[config.mk]
export PLATFORM = sky130hd
export DESIGN_NAME = half_rate_serializer
export DESIGN_NICKNAME = d
export VERILOG_FILES = /design/src/rtl/hrser_pkg.sv /design/src/rtl/hrser_phase_ctr.sv /design/src/rtl/hrser_lane.sv /design/src/rtl/hrser_interleave.sv /design/src/rtl/half_rate_serializer.sv
export SDC_FILE = /design/constraint.sdc
export NUM_CORES = 1
export LEC_CHECK = 0
export BUFFER_PORTS_ARGS = -buffer_cell sky130_fd_sc_hd__buf_2
export CORE_AREA = 2 2 39 41
export DETAILED_ROUTE_END_ITERATION = 7
export DIE_AREA = 0 0 41 43
export HOLD_SLACK_MARGIN = 0.1
export PLACE_DENSITY_LB_ADDON = 0.3
export RECOVER_POWER = 50
export SYNTH_ARGS = -nofsm -noshare
export SYNTH_HDL_FRONTEND = slang
export SYNTH_HIERARCHICAL = 1
export SYNTH_SLANG_ARGS = --single-unit
[constraint.sdc]
create_clock -name clk_i -period 2.3 [get_ports clk_i]
set_input_delay 0.46 -clock clk_i [delete_from_list [all_inputs] [get_ports clk_i]]
set_output_delay 0.46 -clock clk_i [all_outputs]
set_load 0.01 [all_outputs]
[src/rtl/hrser_pkg.sv]
package hrser_pkg;
  localparam int unsigned CODE_W = 10;
  localparam int unsigned NUM_LANES = 2;

  typedef struct packed {
    logic odd;
    logic even;
  } pair_t;
endpackage

[src/rtl/hrser_phase_ctr.sv]
module hrser_phase_ctr #(
  parameter int unsigned PERIOD = 5,
  localparam int unsigned CNT_W = (PERIOD > 1) ? $clog2(PERIOD) : 1
) (
  input  logic clk_i,
  input  logic rst_ni,
  output logic tick_o
);
  localparam logic [CNT_W-1:0] LAST = CNT_W'(PERIOD - 1);

  logic [CNT_W-1:0] cnt_q;

  always_ff @(posedge clk_i or negedge rst_ni) begin
    if (!rst_ni)            cnt_q <= '0;
    else if (cnt_q == LAST) cnt_q <= '0;
    else                    cnt_q <= cnt_q + 1'b1;
  end

  // phase 0 is the load slot
  assign tick_o = (cnt_q == '0);
endmodule

[src/rtl/hrser_lane.sv]
module hrser_lane #(
  parameter int unsigned WORD_W = 10,
  parameter int unsigned LANE   = 0,
  localparam int unsigned HALF_W = WORD_W / 2
) (
  input  logic              clk_i,
  input  logic              rst_ni,
  input  logic              load_i,
  input  logic [WORD_W-1:0] word_i,
  output logic              bit_o
);
  logic [HALF_W-1:0] pick;
  logic [HALF_W-1:0] sr_q;

  for (genvar i = 0; i < HALF_W; i++) begin : g_pick
    assign pick[i] = word_i[2*i + LANE];
  end

  always_ff @(posedge clk_i or negedge rst_ni) begin
    if (!rst_ni)     sr_q <= '0;
    else if (load_i) sr_q <= pick;
    else             sr_q <= {1'b0, sr_q[HALF_W-1:1]};
  end

  assign bit_o = sr_q[0];
endmodule

[src/rtl/hrser_interleave.sv]
module hrser_interleave (
  input  logic clk_i,
  input  logic even_i,
  input  logic odd_i,
  output logic serial_o
);
  // high phase = first slot (even), low phase = second slot (odd)
  always_comb serial_o = clk_i ? even_i : odd_i;
endmodule

[src/rtl/half_rate_serializer.sv]
module half_rate_serializer
  import hrser_pkg::*;
#(
  parameter int unsigned WORD_W = CODE_W,
  localparam int unsigned HALF_W = WORD_W / 2
) (
  input  logic              clk_i,
  input  logic              rst_ni,
  input  logic [WORD_W-1:0] word_i,
  output logic              word_tick_o,
  output logic [1:0]        pair_o,
  output logic              serial_o
);
  logic                 load;
  logic [NUM_LANES-1:0] lane_bit;
  pair_t                pair;

  hrser_phase_ctr #(.PERIOD(HALF_W)) u_phase (
    .clk_i  (clk_i),
    .rst_ni (rst_ni),
    .tick_o (load)
  );

  for (genvar l = 0; l < NUM_LANES; l++) begin : g_lane
    hrser_lane #(.WORD_W(WORD_W), .LANE(l)) u_lane (
      .clk_i  (clk_i),
      .rst_ni (rst_ni),
      .load_i (load),
      .word_i (word_i),
      .bit_o  (lane_bit[l])
    );
  end

  assign pair.even = lane_bit[0];
  assign pair.odd  = lane_bit[1];

  hrser_interleave u_ilv (
    .clk_i    (clk_i),
    .even_i   (pair.even),
    .odd_i    (pair.odd),
    .serial_o (serial_o)
  );

  assign word_tick_o = load;
  assign pair_o      = pair;
endmodule

==> flow_metrics.env <==
export IMPL_num_antenna_cells=0
export IMPL_max_stage_delay_ns=0.28
export IMPL_vias=331
export IMPL_cp_data_arrival_time_ns=1.81
export IMPL_path_common_cell="clkbuf_4"
export IMPL_place_gp_congestion=0.718
export IMPL_clkTransAtPathRegs_ns=0.07
export IMPL_grt_pass1_wl_um=1340
export IMPL_drive_above_1_share_pct=57.9
export IMPL_maxCapViolCount=0
export IMPL_rsz0062_at_grt="no"
export IMPL_ir_drop_v=0.000293
export IMPL_placed_cell_area_um2=618
export IMPL_endpoint_kind="output port"
export IMPL_power_density_nw_per_um2=737
export IMPL_die_area_um2=1760
export IMPL_relSlewSlack_pct=53.8
export IMPL_setup_tns_final_ns=0
export IMPL_first_global_vias=354
export IMPL_synthTopCellsByArea="dfrtp_1 63%, mux2_2 17%, mux2_4 5.8%"
export IMPL_rows=14
export IMPL_syn_num_nets=47
export IMPL_crit_fanout=2
export IMPL_grt_busiest_layer="met4"
export IMPL_cts_tree="done"
export IMPL_io_buffer_count=15
export IMPL_postRouteAntennaNets=0
export IMPL_clock_latency_ns=0.37
export IMPL_die_h_um=43
export IMPL_wire_per_inst_um=11.4
export IMPL_synth_top_area_share_pct=63.1
export IMPL_worst_pin_slew_ns=0.693
export IMPL_grt_max_degree=14
export IMPL_synth_seq_cells=13
export IMPL_core_area_um2=1380
export IMPL_ios=16
export IMPL_num_fill_cells=134
export IMPL_post_synth_top_area_cell="dfrtp_1"
export IMPL_syn_instance_count=33
export IMPL_final_common_cell="buf_2"
export IMPL_status="finished clean"
export IMPL_met2_usage_pct=14.1
export IMPL_cts_setup_buffers=0
export IMPL_setup_violations=0
export IMPL_drt_drc_violations_left=0
export IMPL_preCtsSetupSlack_ns=0.290
export IMPL_avgSynthCellArea_um2=15.6
export IMPL_cp_start_kind="clock port"
export IMPL_fin_cells=73
export IMPL_avgViaCountPerCell=4.53
export IMPL_crit_slowest_cell="mux2_4"
export IMPL_skew_ns=0.00175
export IMPL_antenna_found_initial=0
export IMPL_ys_types=10
export IMPL_ys_seq_area_share_pct=63.1
export IMPL_gr_usage_met1_pct=13.9
export IMPL_design_area_um2=676
export IMPL_start_util_pct=37.3
export IMPL_hold_viol=0
export IMPL_path_cells="clkbuf_4, clkbuf_4, mux2_4, buf_2"
export IMPL_cp_data_required_time_ns=1.84
export IMPL_drt_first_iter_violations=1
export IMPL_yosysWarnings=6
export IMPL_wirelength_um=833
export IMPL_critPathKind="clock port to output port"
export IMPL_power_leakage_nw=0.356
export IMPL_min_path_type="input pin to register"
export IMPL_drt_pass1_iterations=2
export IMPL_grt_usage_pct=13.9
export IMPL_syn_area_um2=515
export IMPL_final_cell_mix="14 x buf_2, 13 x dfrtp_1, 8 x mux2_2"
export IMPL_setup_slack_ns=0.0347
export IMPL_fin_nets=72
export IMPL_power_w=0.000498
export IMPL_overflow=0
export IMPL_layout_area_overhead_vs_synth_pct=31.1
export IMPL_fp_dieW_um=41
export IMPL_final_max_slew_viol_count=0
export IMPL_grt_util_met3_pct=9.42
export IMPL_dp_cells=65
export IMPL_dp_hpwl_um=578
-- synth_stat cells --
library cell,count
dfrtp_1,13
mux2_2,8
and2_2,2
ha_1,2
inv_1,2
mux2_4,2
a21boi_0,1
a21oi_1,1
nor2_1,1
nor2b_1,1
-- cell families (layout without fill, tap and decap cells) --
logic type | after synthesis | in the layout | share of synthesized area [%]
buffers and inverters | 2 | 26 | 1.46
DFF | 13 | 13 | 63.1
adders and majority gates | 2 | 2 | 4.85
and+or+nand+nor | 4 | 4 | 4.85
muxes | 10 | 10 | 23.3
AOI/OAI and AO/OA | 2 | 2 | 2.43
-- power by group --
part | leakage, nW | switching [W] | internal [W]
clock network | 0.0409 | 0.0000968 | 0.000150
logic | 0.147 | 0.00000815 | 0.00000979
registers | 0.168 | 0.00000125 | 0.000232
total | 0.356 | 0.000106 | 0.000392
-- stage by stage --
| step | util, % | hold slack [ns] |
|---|---|---|
| after detailed placement | 44.7 | 0.357 |
| final | 48.8 | 0.309 |
| after CTS | 48.9 | 0.294 |
| after global routing | 48.8 | 0.291 |
| after floorplan | - | 0.164 |
| after global placement | 44.7 | 0.360 |
-- sequential cells by signal (all words and copies together) (netlist names) --
signal              count
g_lane.u_lane/sr_q     10
u_phase/cnt_q           3
-- layer usage --
layer | part of all wire, % | wire length, um | vias up
li1 | - | - | 160
met1 | 42 | 354 | 153
met2 | 44 | 370 | 15
met3 | 9.7 | 81 | 3
met4 | 3.2 | 27 | 0
met5 | 0 | 0 | -
-- worst max-delay path, delay by kind of cell --
kind                   cells  cell delay (ns)
multiplexers               1             0.28
buffers and inverters      3             0.38
-- final timing paths --
check / end / depth (start not counted) / from / slack, ns
max in group asynchronous: g_lane[0].u_lane/sr_q[2] / 2 / rst_ni / 1.23
setup reg to reg: g_lane[1].u_lane/sr_q[1] / 5 / u_phase/cnt_q[0] / 0.85
setup / recovery: serial_o / 4 / clk_i / 0.03
min in group asynchronous: g_lane[1].u_lane/sr_q[0] / 2 / rst_ni / 0.64
hold reg to reg: u_phase/cnt_q[0] / 1 / u_phase/cnt_q[0] / 0.48
hold / removal: g_lane[0].u_lane/sr_q[4] / 2 / word_i[8] / 0.31
-- final cells by class --
type | count | area [um^2] | share of cell area (%)
sequential | 13 | 325 | 48.1
multi-input combinational | 18 | 183 | 27.0
clock buffer | 8 | 53.8 | 7.96
inverter | 2 | 7.51 | 1.11
timing repair buffer | 16 | 86.3 | 12.8
tap | 16 | 20.0 | 2.96
-- timing repair --
item / 4_1_cts / 5_1_grt
hold buffers: 1 / 0
resized for setup: 0 / 0
hold endpoints to repair: 13 / 0
Note: power is estimated with default switching activity, not from simulation.
